### src/rtl/vfs_pkg.sv
package vfs_pkg;

   typedef enum logic [1:0] {
      ST_WAIT = 2'd0,
      ST_ON   = 2'd1,
      ST_HOLD = 2'd2
   } sw_state_t;

   function automatic int unsigned max2(input int unsigned a, input int unsigned b);
      return (a > b) ? a : b;
   endfunction

   function automatic int unsigned max4(input int unsigned a, input int unsigned b,
                                        input int unsigned c, input int unsigned d);
      return max2(max2(a, b), max2(c, d));
   endfunction

endpackage

### src/rtl/vfs_thresh.sv
module vfs_thresh #(
   parameter int unsigned CODE_W    = 10,
   parameter int unsigned UV_NUM    = 70,
   parameter int unsigned UV_DEN    = 100,
   parameter int unsigned OV_NUM    = 243,
   parameter int unsigned OV_DEN    = 200,
   parameter int unsigned CEIL_CODE = 980,
   parameter bit          CEIL_EN   = 1'b1
) (
   input  logic [CODE_W-1:0] tgt_code,
   input  logic [CODE_W-1:0] smp_code,
   output logic              uv_cond,
   output logic              ov_cond
);
   localparam int unsigned NUM_MAX = vfs_pkg::max2(UV_NUM, OV_NUM);
   localparam int unsigned PW      = CODE_W + $clog2(NUM_MAX + 1) + 1;

   logic [PW-1:0] uv_prod, ov_prod, uv_thr, ov_thr, smp_w;
   logic          rel_over, abs_over;

   always_comb begin
      uv_prod = PW'(tgt_code) * PW'(UV_NUM);
      ov_prod = PW'(tgt_code) * PW'(OV_NUM);
      uv_thr  = uv_prod / PW'(UV_DEN);
      ov_thr  = ov_prod / PW'(OV_DEN);
      smp_w   = PW'(smp_code);
   end

   assign uv_cond  = (smp_w < uv_thr);
   assign rel_over = (smp_w > ov_thr);

   generate
      if (CEIL_EN) begin : g_ceiling
         assign abs_over = (smp_w > PW'(CEIL_CODE));
      end else begin : g_no_ceiling
         assign abs_over = 1'b0;
      end
   endgenerate

   assign ov_cond = rel_over | abs_over;

endmodule

### src/rtl/vfs_qualify.sv
module vfs_qualify #(
   parameter int unsigned LIMIT = 60
) (
   input  logic clk,
   input  logic rst_n,
   input  logic clr,
   input  logic smp_valid,
   input  logic cond,
   input  logic tick,
   output logic trip
);
   localparam int unsigned CW = $clog2(LIMIT + 1);

   logic          armed;
   logic [CW-1:0] cnt;

   always_ff @(posedge clk or negedge rst_n) begin
      if (!rst_n) begin
         armed <= 1'b0;
         cnt   <= '0;
      end else if (clr || (smp_valid && !cond)) begin
         armed <= 1'b0;
         cnt   <= '0;
      end else begin
         if (smp_valid) begin
            armed <= 1'b1;
         end
         if (armed && tick && (cnt != CW'(LIMIT))) begin
            cnt <= cnt + 1'b1;
         end
      end
   end

   assign trip = (cnt == CW'(LIMIT));

endmodule

### src/rtl/vfs_blank.sv
module vfs_blank #(
   parameter int unsigned CODE_W       = 10,
   parameter int unsigned INIT_TGT     = 200,
   parameter int unsigned SMALL_STEP   = 20,
   parameter int unsigned HIGH_BUS     = 520,
   parameter int unsigned UV_BLANK     = 200,
   parameter int unsigned OVB_SMALL_HI = 7,
   parameter int unsigned OVB_SMALL_LO = 19,
   parameter int unsigned OVB_BIG_HI   = 56,
   parameter int unsigned OVB_BIG_LO   = 200
) (
   input  logic              clk,
   input  logic              rst_n,
   input  logic              tgt_chg,
   input  logic [CODE_W-1:0] tgt_code,
   input  logic              smp_valid,
   input  logic [CODE_W-1:0] smp_code,
   input  logic              tick,
   output logic              uv_blank,
   output logic              ov_blank
);
   localparam int unsigned OV_MAX = vfs_pkg::max4(OVB_SMALL_HI, OVB_SMALL_LO,
                                                  OVB_BIG_HI, OVB_BIG_LO);
   localparam int unsigned UW = $clog2(UV_BLANK + 1);
   localparam int unsigned OW = $clog2(OV_MAX + 1);

   logic [CODE_W-1:0] tgt_ref, bus_q, step_dn;
   logic [UW-1:0]     uv_cnt;
   logic [OW-1:0]     ov_cnt, ov_len;
   logic              step_up, step_down, small_step, high_bus;

   always_comb begin
      step_up    = (tgt_code > tgt_ref);
      step_down  = (tgt_code < tgt_ref);
      step_dn    = tgt_ref - tgt_code;
      small_step = (step_dn <= CODE_W'(SMALL_STEP));
      high_bus   = (bus_q >= CODE_W'(HIGH_BUS));
      case ({small_step, high_bus})
         2'b11:   ov_len = OW'(OVB_SMALL_HI);
         2'b10:   ov_len = OW'(OVB_SMALL_LO);
         2'b01:   ov_len = OW'(OVB_BIG_HI);
         default: ov_len = OW'(OVB_BIG_LO);
      endcase
   end

   always_ff @(posedge clk or negedge rst_n) begin
      if (!rst_n) begin
         tgt_ref <= CODE_W'(INIT_TGT);
         bus_q   <= '0;
      end else begin
         if (tgt_chg) begin
            tgt_ref <= tgt_code;
         end
         if (smp_valid) begin
            bus_q <= smp_code;
         end
      end
   end

   always_ff @(posedge clk or negedge rst_n) begin
      if (!rst_n) begin
         uv_cnt <= '0;
      end else if (tgt_chg && step_up) begin
         uv_cnt <= UW'(UV_BLANK);
      end else if (tick && (uv_cnt != '0)) begin
         uv_cnt <= uv_cnt - 1'b1;
      end
   end

   always_ff @(posedge clk or negedge rst_n) begin
      if (!rst_n) begin
         ov_cnt <= '0;
      end else if (tgt_chg && step_down) begin
         ov_cnt <= ov_len;
      end else if (tick && (ov_cnt != '0)) begin
         ov_cnt <= ov_cnt - 1'b1;
      end
   end

   assign uv_blank = (uv_cnt != '0);
   assign ov_blank = (ov_cnt != '0);

endmodule

### src/rtl/vfs_restart.sv
module vfs_restart #(
   parameter int unsigned RESTART_TICKS = 2000
) (
   input  logic clk,
   input  logic rst_n,
   input  logic smp_valid,
   input  logic uv_cond,
   input  logic ov_cond,
   input  logic uv_trip,
   input  logic ov_trip,
   input  logic tick,
   output logic run,
   output logic uv_fault,
   output logic ov_fault
);
   import vfs_pkg::*;

   localparam int unsigned HW = $clog2(RESTART_TICKS + 1);

   sw_state_t     st;
   logic [HW-1:0] hcnt;

   always_ff @(posedge clk or negedge rst_n) begin
      if (!rst_n) begin
         st       <= ST_WAIT;
         hcnt     <= '0;
         uv_fault <= 1'b0;
         ov_fault <= 1'b0;
      end else begin
         case (st)
            ST_WAIT: begin
               if (smp_valid && !uv_cond && !ov_cond) begin
                  st <= ST_ON;
               end
            end
            ST_ON: begin
               if (uv_trip || ov_trip) begin
                  st       <= ST_HOLD;
                  hcnt     <= '0;
                  uv_fault <= uv_trip;
                  ov_fault <= ov_trip;
               end
            end
            ST_HOLD: begin
               if (tick) begin
                  if (hcnt == HW'(RESTART_TICKS - 1)) begin
                     st       <= ST_ON;
                     hcnt     <= '0;
                     uv_fault <= 1'b0;
                     ov_fault <= 1'b0;
                  end else begin
                     hcnt <= hcnt + 1'b1;
                  end
               end
            end
            default: st <= ST_WAIT;
         endcase
      end
   end

   assign run = (st == ST_ON);

endmodule

### src/rtl/vbus_fault_supervisor.sv
module vbus_fault_supervisor #(
   parameter int unsigned CODE_W        = 10,
   parameter int unsigned MV_PER_LSB    = 25,
   parameter int unsigned INIT_TGT      = 200,
   parameter int unsigned UV_NUM        = 70,
   parameter int unsigned UV_DEN        = 100,
   parameter int unsigned OV_NUM        = 243,
   parameter int unsigned OV_DEN        = 200,
   parameter bit          CEIL_EN       = 1'b1,
   parameter int unsigned CEIL_MV       = 24500,
   parameter int unsigned HIGH_BUS_MV   = 13000,
   parameter int unsigned SMALL_STEP_MV = 500,
   parameter int unsigned UV_QUAL       = 60,
   parameter int unsigned OV_QUAL       = 31,
   parameter int unsigned UV_BLANK      = 200,
   parameter int unsigned OVB_SMALL_HI  = 7,
   parameter int unsigned OVB_SMALL_LO  = 19,
   parameter int unsigned OVB_BIG_HI    = 56,
   parameter int unsigned OVB_BIG_LO    = 200,
   parameter int unsigned RESTART_TICKS = 2000
) (
   input  logic              clk,
   input  logic              rst_n,
   input  logic              smp_valid,
   input  logic [CODE_W-1:0] smp_code,
   input  logic [CODE_W-1:0] tgt_code,
   input  logic              tgt_chg,
   input  logic              tick_1ms,
   output logic              uv_fault,
   output logic              ov_fault,
   output logic              lsw_en,
   output logic              sr_gate_off
);
   localparam int unsigned CEIL_CODE  = CEIL_MV / MV_PER_LSB;
   localparam int unsigned HIGH_BUS   = HIGH_BUS_MV / MV_PER_LSB;
   localparam int unsigned SMALL_STEP = SMALL_STEP_MV / MV_PER_LSB;

   generate
      if (UV_DEN == 0 || OV_DEN == 0 || MV_PER_LSB == 0) begin : g_bad_scale
         $error("vbus_fault_supervisor: zero divisor in scaling parameters");
      end
      if (CEIL_CODE >= (1 << CODE_W) || HIGH_BUS >= (1 << CODE_W)) begin : g_bad_limit
         $error("vbus_fault_supervisor: voltage limit exceeds code range");
      end
      if (UV_QUAL == 0 || OV_QUAL == 0 || RESTART_TICKS == 0) begin : g_bad_time
         $error("vbus_fault_supervisor: qualification and restart times must be nonzero");
      end
      if (UV_NUM >= UV_DEN || OV_NUM <= OV_DEN) begin : g_bad_ratio
         $error("vbus_fault_supervisor: threshold ratios on wrong side of unity");
      end
   endgenerate

   logic uv_cond, ov_cond, uv_blank, ov_blank;
   logic uv_trip, ov_trip, run;
   logic uv_clr, ov_clr;

   vfs_thresh #(
      .CODE_W   (CODE_W),
      .UV_NUM   (UV_NUM),
      .UV_DEN   (UV_DEN),
      .OV_NUM   (OV_NUM),
      .OV_DEN   (OV_DEN),
      .CEIL_CODE(CEIL_CODE),
      .CEIL_EN  (CEIL_EN)
   ) i_thresh (
      .tgt_code(tgt_code),
      .smp_code(smp_code),
      .uv_cond (uv_cond),
      .ov_cond (ov_cond)
   );

   vfs_blank #(
      .CODE_W      (CODE_W),
      .INIT_TGT    (INIT_TGT),
      .SMALL_STEP  (SMALL_STEP),
      .HIGH_BUS    (HIGH_BUS),
      .UV_BLANK    (UV_BLANK),
      .OVB_SMALL_HI(OVB_SMALL_HI),
      .OVB_SMALL_LO(OVB_SMALL_LO),
      .OVB_BIG_HI  (OVB_BIG_HI),
      .OVB_BIG_LO  (OVB_BIG_LO)
   ) i_blank (
      .clk      (clk),
      .rst_n    (rst_n),
      .tgt_chg  (tgt_chg),
      .tgt_code (tgt_code),
      .smp_valid(smp_valid),
      .smp_code (smp_code),
      .tick     (tick_1ms),
      .uv_blank (uv_blank),
      .ov_blank (ov_blank)
   );

   assign uv_clr = !run || uv_blank;
   assign ov_clr = !run || ov_blank;

   vfs_qualify #(.LIMIT(UV_QUAL)) i_uv_qual (
      .clk      (clk),
      .rst_n    (rst_n),
      .clr      (uv_clr),
      .smp_valid(smp_valid),
      .cond     (uv_cond),
      .tick     (tick_1ms),
      .trip     (uv_trip)
   );

   vfs_qualify #(.LIMIT(OV_QUAL)) i_ov_qual (
      .clk      (clk),
      .rst_n    (rst_n),
      .clr      (ov_clr),
      .smp_valid(smp_valid),
      .cond     (ov_cond),
      .tick     (tick_1ms),
      .trip     (ov_trip)
   );

   vfs_restart #(.RESTART_TICKS(RESTART_TICKS)) i_restart (
      .clk      (clk),
      .rst_n    (rst_n),
      .smp_valid(smp_valid),
      .uv_cond  (uv_cond),
      .ov_cond  (ov_cond),
      .uv_trip  (uv_trip),
      .ov_trip  (ov_trip),
      .tick     (tick_1ms),
      .run      (run),
      .uv_fault (uv_fault),
      .ov_fault (ov_fault)
   );

   assign lsw_en      = run;
   assign sr_gate_off = ov_blank;

endmodule

### config.mk
export PLATFORM = sky130hd
export DESIGN_NAME = vbus_fault_supervisor
export DESIGN_NICKNAME = d
export VERILOG_FILES = /design/src/rtl/vfs_pkg.sv /design/src/rtl/vfs_thresh.sv /design/src/rtl/vfs_qualify.sv /design/src/rtl/vfs_blank.sv /design/src/rtl/vfs_restart.sv /design/src/rtl/vbus_fault_supervisor.sv
export SDC_FILE = /design/constraint.sdc
export NUM_CORES = 1
export LEC_CHECK = 0
export ABC_AREA = 1
export BUFFER_PORTS_ARGS = -buffer_cell sky130_fd_sc_hd__buf_2
export CAP_MARGIN = 25
export CORE_MARGIN = 5
export CORE_UTILIZATION = 25
export DETAILED_ROUTE_END_ITERATION = 10
export GPL_TIMING_DRIVEN = 0
export PLACE_DENSITY = 0.4
export SLEW_MARGIN = 20
export SYNTH_ARGS = -nofsm -noshare
export SYNTH_HDL_FRONTEND = slang
export SYNTH_SLANG_ARGS = --single-unit
### constraint.sdc
create_clock -name clk -period 8.9 [get_ports clk]
set_clock_uncertainty 0.05 [all_clocks]
set_input_delay 2.225 -clock clk [delete_from_list [all_inputs] [get_ports clk]]
set_output_delay 2.225 -clock clk [all_outputs]
set_load 0.03 [all_outputs]
==> flow_summary_export.csv, run 1 <==
group,metric,value,unit
worst_setup_path,critPathTopFamily,"simple AND/OR/NAND/NOR gates",
worst_setup_path,max_stage_delay,540,ps
synth,synth_edf_count,0,
floorplanning,num_rows,71,
layout,syn_to_final_growth,25.3,%
synth,yosysWarningCount,0,
worst_setup_path,path_buf_inv,10,
global_route,overflow,0,
layout,layout-drive-gt1-share,24.5,%
synth,synthDistinctLibCells,53,
timing,drv_slew,0,
global_route,grt_pass1_vias,8567,
synth,synthCells,1415,
clocking,cts_buffer_depth,2,
worst_setup_path,crit_path_end_kind,"flip-flop",
global_route,grt_max_degree,52,
placed_design,dp_slack,-4420,ps
floorplanning,chipHeight,206,um
timing,fin_crit,11820,ps
worst_setup_path,cp_slowest_cell,"fa_1",
synth,synth_compound_gate_area_share,10.3,%
timing,fmax,84.6,MHz
job,drv_cap,0,
worst_setup_path,r2r_slack,5030,ps
worst_setup_path,critPathKind,"primary input to flip-flop",
timing,maxSlewHeadroom,34.8,%
global_route,grt_pass1_wl,41200,um
global_route,grtUsageTotal,11.6,%
timing,period_share,133,%
synth,yosys.area_share.simple,38.4,%
floorplanning,die_area,0.0424,mm2
drt,drtPass1Iterations,5,
worst_setup_path,crit_required,9110,ps
clocking,clk_pin_slew_worst_paths,60,ps
worst_setup_path,rr_startpoint,"i_blank.tgt_ref[1]",
synth,syn_nets,1577,
clocking,cts_buffers,9,
synth,ys_seq_elements,61,
worst_setup_path,path_common_cell,"nand2_4",
synth,synth-main-ff-cell,"dfrtp_1",
timing,rsz0062_at_grt,"yes",
placed_design,gp_congestion,0.786,
synth,synthXorXnorAreaFrac,4.26,%
synth,synthAdderAreaFrac,20.5,%
timing,tightest_slew,971,ps
floorplanning,core,0.0378,mm2
synth,async_flop_share,100,%
worst_setup_path,setup.worst_path.end,"i_ov_qual.cnt[1]",
clocking,insertion_delay,340,ps
drt,routed_wl,24300,um
floorplanning,io_pins,29,
synth,synth_mux_area_share,0,%
drt,viasPerCell,4.41,
clocking,postCtsHoldBufs,0,
drt,drc,0,
synth,yosysSeqAreaShare,15.9,%
status,failed_checks,"setup timing",
worst_setup_path,cp.arrival,12040,ps
clocking,cts_tree,"yes",
global_route,antenna_found_initial,1,
synth,synth_area_per_cell,6.79,um2
worst_hold_path,hold_class,"flip-flop to flip-flop",
floorplanning,die_w,206,um
placed_design,hpwlAfterDp,20100,um
drt,drt_iter0_markers,257,
timing,hold_viol,0,
worst_hold_path,hp-start,"i_blank.bus_q[7]",
worst_setup_path,reg2reg_to,"i_blank.ov_cnt[5]",
layout,nets,1656,
floorplanning,initial_utilization,25.4,%
placed_design,port_buffers,28,
clocking,h-tree-depth,3,
clocking,root_buffer,"clkbuf_16",
worst_setup_path,cp_num_cells,78,
synth,synth_top_family_by_area,"simple AND/OR/NAND/NOR gates",
worst_setup_path,critPathMaxFanout,6,
timing,setup_viol,14,
worst_setup_path,worstSetupStartpointType,"primary input",
drt,drt-wirelength-per-cell,12.1,um
worst_setup_path,startpoint,"tgt_code[3]",
worst_setup_path,rr_worst_depth,24,
status,status,"finished, violations left",
synth,syn-cell-area,0.00960,mm2
drt,vias,8859,
drt,postRouteAntennaNets,0,
clocking,cts.sinks,61,
timing,worst_slack,-2920,ps
-- per-stage QoR --
step / utilization (%) / hold WS, ps / area [um2] / TNS (ps) / cells
detailed placement: 28.4 / 416 / 10700 / -41340 / 1955
floorplan: - / 392 / 9920 / -14990 / 1415
global placement: 28.3 / 405 / 10700 / -40720 / 1954
finish: 31.9 / 425 / 12000 / -26840 / 2011
CTS: 29.8 / 429 / 11200 / -29650 / 1978
global route: 31.9 / 442 / 12000 / -37110 / 2011
-- final cells by class --
| type | count | area, um2 |
|---|---|---|
| flip-flops and latches | 61 | 1530 |
| diodes | 1 | 2.50 |
| clock buffers | 10 | 239 |
| plain buffers | 4 | 15.0 |
| multi-input cells | 1083 | 7950 |
| inverters | 267 | 1010 |
| well taps | 511 | 639 |
| fillers | 4131 | 25700 |
| clock inverters | 6 | 134 |
| repair buffers | 68 | 509 |
-- layer usage --
metal	GRT usage, %	up-vias	wire length (um)
li1	-	4707	-
met1	15.6	4078	12000
met2	20.2	65	11600
met3	1.41	9	528
met4	2.00	0	133
met5	0	-	0
-- state kept, by name, summed over array words and instances, names as in the netlist, 2 cells and up --
signal	flops
i_uv_qual.cnt	6
i_restart.hcnt	11
i_restart.st	2
i_ov_qual.cnt	5
i_blank.ov_cnt	8
i_blank.uv_cnt	8
i_blank.bus_q	7
i_blank.tgt_ref	10
-- cell usage after synthesis (4+ instances only) --
cell type    n  share of area, %
nand2_1    352                14
inv_1      255                10
ha_1       103                13
nor2_1      94               3.7
nand3_1     92               4.8
o21ai_0     63               3.3
dfrtp_1     58                15
nand2_2     50               3.3
a21oi_1     48               2.5
fa_1        34               7.1
nand4_1     34               2.2
nand2_4     31               3.6
xor2_1      29               2.6
o21ai_1     17              0.89
nand3_2     16               1.7
nor3_1      15              0.78
xnor2_1     14               1.3
nor2_2      10              0.65
inv_2        9              0.35
nor2_4       8              0.94
a21oi_2      6              0.55
nand3b_1     6              0.47
o211ai_1     6              0.47
or2_2        6              0.39
nand4_2      5              0.65
o21ai_2      5              0.46
clkbuf_1     4              0.16
nand3_4      4              0.73
o31ai_1      4              0.31
-- tightest hold or removal path, stage by stage, from the launching register on --
cell and delay (ps):
dfrtp_1 340, nand2_1 60, nand2_1 50
-- worst min path at each step --
stage | to | slack [ps] | depth (start not counted)
6_report | i_blank.bus_q[7] | 430 | 2
5_1_grt | i_blank.bus_q[9] | 440 | 2
4_1_cts | i_blank.bus_q[7] | 430 | 2
3_5_place_dp | i_blank.bus_q[7] | 420 | 2
3_3_place_gp | i_blank.bus_q[9] | 400 | 2
2_1_floorplan | i_blank.bus_q[9] | 390 | 2
-- cell families (layout without fill, tap and decap cells) --
family                   Yosys count  in the layout
AO/OA/AOI/OAI                    171            171
XOR/XNOR                          45             45
adder cells (fa/ha/maj)          137            137
buffers and inverters            271            355
flip-flops                        61             61
other                              0              1
AND/OR/NAND/NOR                  730            730
-- timing repair --
action                                  CTS  global route
pin swaps                                 7            85
setup buffers                             7            32
endpoints found under the setup margin   14            14
gates resized for setup                  26           137
-- placed cells by master (no fill, tap or decap), types with 22 or more instances in the layout --
cell type / Yosys / layout
nand2_1: 352 / 302
inv_1: 255 / 241
ha_1: 103 / 90
nor2_1: 94 / 83
nand3_1: 92 / 80
nand2_4: 31 / 69
nand2_2: 50 / 58
dfrtp_1: 58 / 58
o21ai_0: 63 / 52
buf_4: 0 / 40
a21oi_1: 48 / 37
nand4_1: 34 / 34
fa_1: 34 / 34
xor2_1: 29 / 26
o21ai_1: 17 / 24
inv_2: 9 / 22
Power of run 1 is left out: the tool's default activity adds up to more than one toggle a clock period on the data nets, which glitch-free logic cannot reach.
==> inputs of run 2 (changes only) <==
--- a/config.mk
+++ b/config.mk
@@ -6,7 +6,7 @@
 export NUM_CORES = 1
 export LEC_CHECK = 0
 export ABC_AREA = 1
-export BUFFER_PORTS_ARGS = -buffer_cell sky130_fd_sc_hd__buf_2
+export BUFFER_PORTS_ARGS = -buffer_cell sky130_fd_sc_hd__buf_4
 export CAP_MARGIN = 25
 export CORE_MARGIN = 5
 export CORE_UTILIZATION = 25
==> run 2 against run 1 <==
  * The flow still finishes with violations (setup timing)
  * Critical path depth is 3 lower
  * Utilization is 0.86 points higher
  * Critical path type unchanged
  * Register-to-register slack better by 40 ps
  * Wire length is 2.1% higher
  * Global-route usage is 0.39 points higher
  * Sequential cell count stayed put
==> flow_summary_export.csv, run 2 (synthesis results as in run 1) <==
group,metric,value,unit
worst_setup_path,critPathKind,"primary input to flip-flop",
timing,fin_tns_setup,-25560,ps
floorplanning,die_w,206,um
drt,routed_wl,24800,um
timing,fmax,86.1,MHz
layout,fill_cells,4122,
worst_setup_path,cp.arrival,11840,ps
drt,viasPerCell,4.41,
placed_design,hpwlAfterDp,19800,um
worst_setup_path,crit_required,9120,ps
clocking,cts_buffers,9,
placed_design,port_buffers,28,
clocking,insertion_delay,340,ps
worst_setup_path,reg2reg_to,"i_blank.ov_cnt[5]",
job,drv_cap,0,
layout,layout-drive-gt1-share,26.7,%
timing,period_share,131,%
clocking,cts_buffer_depth,2,
clocking,clk_pin_slew_worst_paths,60,ps
timing,drv_slew,0,
global_route,grt_max_degree,62,
global_route,grt_pass1_vias,9002,
layout,regMostFlops,"i_restart.hcnt",
timing,fin_crit,11620,ps
layout,fin_area,0.0124,mm2
layout,final_common_cell,"nand2_1",
timing,rsz0062_at_grt,"yes",
layout,layout_common_cells,"294 x nand2_1, 238 x inv_1, 91 x ha_1",
placed_design,gp_congestion,0.795,
floorplanning,io_pins,29,
worst_setup_path,r2r_slack,5070,ps
layout,largest_reg_flops,11,
global_route,antenna_found_initial,0,
floorplanning,die_area,0.0424,mm2
clocking,postCtsHoldBufs,0,
worst_setup_path,critPathMaxFanout,6,
worst_setup_path,max_stage_delay,570,ps
layout,syn_to_final_growth,28.7,%
clocking,cts_tree,"yes",
layout,nets,1680,
layout,diodes,0,
timing,hold_viol,0,
floorplanning,num_rows,71,
worst_setup_path,path_common_cell,"nand2_4",
drt,postRouteAntennaNets,0,
worst_setup_path,rr_worst_depth,24,
global_route,overflow,0,
layout,top_regs,"i_restart.hcnt: 11 flops, i_blank.tgt_ref: 10 flops",
worst_setup_path,worstSetupStartpointType,"primary input",
status,status,"finished, violations left",
worst_setup_path,cp_slowest_cell,"fa_1",
drt,drtPass1Iterations,5,
layout,multi_input_area,0.00809,mm2
drt,drt_iter0_markers,366,
floorplanning,initial_utilization,25.4,%
worst_hold_path,hold_class,"flip-flop to flip-flop",
clocking,h-tree-depth,3,
timing,setup_viol,14,
worst_setup_path,rr_startpoint,"i_blank.tgt_ref[1]",
drt,drt-wirelength-per-cell,12.2,um
global_route,grtUsageTotal,12.0,%
clocking,root_buffer,"clkbuf_16",
layout,regArea,0.00153,mm2
drt,drc,0,
worst_setup_path,startpoint,"tgt_code[3]",
floorplanning,chipHeight,206,um
placed_design,dp_slack,-4270,ps
timing,maxSlewHeadroom,31.5,%
drt,vias,8960,
global_route,grt_pass1_wl,42700,um
timing,tightest_slew,1020,ps
status,failed_checks,"setup timing",
worst_setup_path,crit_path_end_kind,"flip-flop",
clocking,cts.sinks,61,
floorplanning,core,0.0378,mm2
placed_design,place_area,0.0108,mm2
timing,worst_slack,-2720,ps
worst_setup_path,setup.worst_path.end,"i_ov_qual.cnt[0]",
==> run 2: cell types whose count changed in the layout (fill, tap and decap cells not counted), moves of 4 or more <==
cell and change:
buf_2 -21, buf_4 +41, nand2_1 -8, nand2_4 +4
nand2_8 +5, nand3_1 -4
==> run 2: repair_timing <==
action	CTS	global route
buffers inserted	45	20
pin swaps	83	77
setup endpoints to repair	14	14
gates resized for setup	97	102
==> run 2: layout make-up <==
class	count	area share (%)
flip-flops and latches	61	12.4
repair buffers	92	6.06
multi-input cells	1083	65.5
well taps	511	5.18
plain buffers	4	0.122
inverters	267	8.22
clock inverters	7	0.729
clock buffers	9	1.82
==> run 2: worst min-delay path by stage <==
stage | startpoint | end | slack (ps) | cells past startpoint
after floorplan | i_blank.bus_q[9] | i_blank.bus_q[9] | 390 | 2
after global placement | i_blank.bus_q[9] | i_blank.bus_q[9] | 400 | 2
after detailed placement | i_blank.bus_q[9] | i_blank.bus_q[9] | 410 | 2
after CTS | i_blank.bus_q[9] | i_blank.bus_q[9] | 430 | 2
after global routing | i_blank.bus_q[7] | i_blank.bus_q[7] | 450 | 2
final | i_blank.bus_q[7] | i_blank.bus_q[7] | 420 | 2
==> run 2: worst max-delay path: cells and delay by family <==
family	cells	cell delay (ps)
simple gates	48	4180
buf+inv	7	670
xor+xnor	2	580
fa+ha+maj	6	2450
compound gates	12	1690
==> run 2: per-layer routing <==
layer / vias up / track usage [%] / wire (um)
li1: 4746 / - / -
met1: 4149 / 16.1 / 12200
met2: 58 / 21.2 / 12000
met3: 7 / 1.49 / 507
met4: 0 / 1.59 / 117
met5: - / 0 / 0
==> run 2: through the flow <==
stage               hold slack [ps]  instances  util [%]
finish                          421       2034      32.7
global route                    451       2034      32.7
CTS                             428       2015      31.2
detailed placement              414       1954      28.5
global placement                405       1954      28.5
floorplan                       392       1415         -
Power of run 2 is left out for the same reason.
==> inputs of run 3 (changes only) <==
--- a/config.mk
+++ b/config.mk
@@ -13,6 +13,7 @@
 export DETAILED_ROUTE_END_ITERATION = 10
 export GPL_TIMING_DRIVEN = 0
 export PLACE_DENSITY = 0.4
+export RECOVER_POWER = 25
 export SLEW_MARGIN = 20
 export SYNTH_ARGS = -nofsm -noshare
 export SYNTH_HDL_FRONTEND = slang
==> run 3 against run 2 <==
  * The run ends with capacitance limit, slew limit, setup timing left
  * Critical path depth did not move
  * Register-to-register slack barely moved
  * Utilization barely moved
  * Worst setup slack barely moved
  * Worst hold slack did not move
  * Cell area barely moved
  * First-iteration DRC count rose by 0.27%
  * Die area did not move
  * Via count barely moved
  * Sequential cell count did not move
  * Sequential share of layout area barely moved
==> flow_summary_export.csv, run 3 (synthesis results as in run 1) <==
group,metric,value,unit
layout,regMostFlops,"i_restart.hcnt",
worst_setup_path,cp_slowest_cell,"fa_1",
global_route,grt_max_degree,62,
floorplanning,core,0.0378,mm2
worst_hold_path,hp-start,"i_blank.bus_q[7]",
layout,syn_to_final_growth,28.5,%
drt,viasPerCell,4.41,
clocking,cts_buffer_depth,2,
layout,largest_reg_flops,11,
worst_setup_path,crit_required,9120,ps
timing,tightest_slew,3520,ps
clocking,root_buffer,"clkbuf_16",
floorplanning,die_w,206,um
worst_setup_path,critPathMaxFanout,6,
drt,drc,0,
worst_hold_path,hold_class,"flip-flop to flip-flop",
clocking,clk_pin_slew_worst_paths,60,ps
timing,fin_tns_setup,-25560,ps
worst_setup_path,rr_startpoint,"i_blank.tgt_ref[1]",
timing,worst_slack,-2720,ps
job,drv_cap,1,
worst_setup_path,startpoint,"tgt_code[3]",
placed_design,port_buffers,28,
clocking,cts_tree,"yes",
floorplanning,chipHeight,206,um
layout,diodes,0,
timing,drv_slew,62,
worst_setup_path,crit_path_end_kind,"flip-flop",
worst_setup_path,cp.arrival,11840,ps
drt,drtPass1Iterations,5,
layout,top_regs,"i_restart.hcnt: 11 flops, i_blank.tgt_ref: 10 flops",
timing,setup_viol,14,
status,failed_checks,"capacitance limit, slew limit, setup timing",
clocking,cts.sinks,61,
status,status,"finished, violations left",
layout,fill_cells,4125,
worst_setup_path,worstSetupStartpointType,"primary input",
floorplanning,io_pins,29,
drt,routed_wl,24800,um
clocking,postCtsHoldBufs,0,
placed_design,dp_slack,-4270,ps
floorplanning,die_area,0.0424,mm2
placed_design,hpwlAfterDp,19800,um
worst_setup_path,critPathKind,"primary input to flip-flop",
worst_setup_path,critPathTopFamily,"simple AND/OR/NAND/NOR gates",
timing,rsz0062_at_grt,"yes",
global_route,grtUsageTotal,12.0,%
placed_design,gp_congestion,0.795,
layout,layout-drive-gt1-share,26.5,%
drt,drt_iter0_markers,367,
clocking,cts_buffers,9,
worst_setup_path,max_stage_delay,570,ps
timing,period_share,131,%
timing,maxSlewHeadroom,-134,%
layout,layout_common_cells,"294 x nand2_1, 238 x inv_1, 91 x ha_1",
floorplanning,num_rows,71,
drt,drt-wirelength-per-cell,12.2,um
worst_setup_path,path_buf_inv,7,
timing,hold_viol,0,
drt,postRouteAntennaNets,0,
clocking,h-tree-depth,3,
worst_setup_path,path_common_cell,"nand2_4",
global_route,grt_pass1_vias,9002,
timing,fin_crit,11620,ps
global_route,overflow,0,
layout,final_common_cell,"nand2_1",
clocking,insertion_delay,340,ps
floorplanning,initial_utilization,25.4,%
drt,vias,8961,
layout,nets,1680,
timing,fmax,86.1,MHz
global_route,grt_pass1_wl,42700,um
global_route,antenna_found_initial,0,
==> run 3: final timing paths <==
path | to | slack, ps | cells past startpoint
min in group asynchronous | i_blank.tgt_ref[5] | 3030 | 1
max in group asynchronous | i_ov_qual.cnt[0] | 3800 | 1
worst min-delay path | i_blank.bus_q[7] | 420 | 2
worst min register to register | i_blank.bus_q[7] | 420 | 2
worst max register to register | i_blank.ov_cnt[5] | 5070 | 24
worst max-delay path | i_ov_qual.cnt[0] | -2720 | 75
==> run 3: per-stage QoR <==
| step | area (um2) | instances | hold slack [ps] | utilization, % |
|---|---|---|---|---|
| finish | 12300 | 2034 | 421 | 32.7 |
| detailed placement | 10800 | 1954 | 414 | 28.5 |
| floorplan | 9920 | 1415 | 392 | - |
| global placement | 10800 | 1954 | 405 | 28.5 |
| global route | 12300 | 2034 | 451 | 32.7 |
| CTS | 11800 | 2015 | 428 | 31.2 |
==> run 3: cell type report <==
type / instances / area [um2] / area share (%)
Inverter: 267 / 1020 / 8.23
Clock inverter: 7 / 90.1 / 0.730
Tap cell: 511 / 639 / 5.18
Sequential cell: 61 / 1530 / 12.4
Clock buffer: 9 / 225 / 1.82
Buffer: 4 / 15.0 / 0.122
Timing Repair Buffer: 92 / 737 / 5.97
Multi-Input combinational cell: 1083 / 8090 / 65.5
==> run 3: worst reg2reg max path, stage by stage (launching register included) <==
cell and delay [ps]:
dfrtp_1 380, ha_1 290, a21oi_1 150, inv_1 70, nand2_1 70, inv_1 40
or2_2 280, a21oi_1 170, or2_2 160, nand2_1 50, nand2_1 70, nand2_1 90
nand3_1 70, nand2_1 80, nand2_1 70, nand2_1 70, a21oi_1 130, inv_1 60
nand2_1 240, inv_1 170, nor2_1 430, inv_1 270, nand2_1 130, a31oi_1 50
a21oi_1 130
==> run 3: routing by layer <==
| layer | global-route usage (%) | routed length [um] | part of all wire, % | up-vias |
|---|---|---|---|---|
| li1 | - | - | - | 4746 |
| met3 | 1.49 | 501 | 2.0 | 7 |
| met5 | 0 | 0 | 0 | - |
| met1 | 16.1 | 12200 | 49 | 4150 |
| met2 | 21.2 | 12000 | 48 | 58 |
| met4 | 1.59 | 117 | 0.47 | 0 |
==> run 3: timing repair <==
item / CTS / global route
endpoints found under the setup margin: 14 / 14
setup buffers: 45 / 20
resized for setup: 97 / 102
endpoints found under the hold margin: 0 / 0
pin swaps: 83 / 77
Power of run 3 is left out for the same reason.
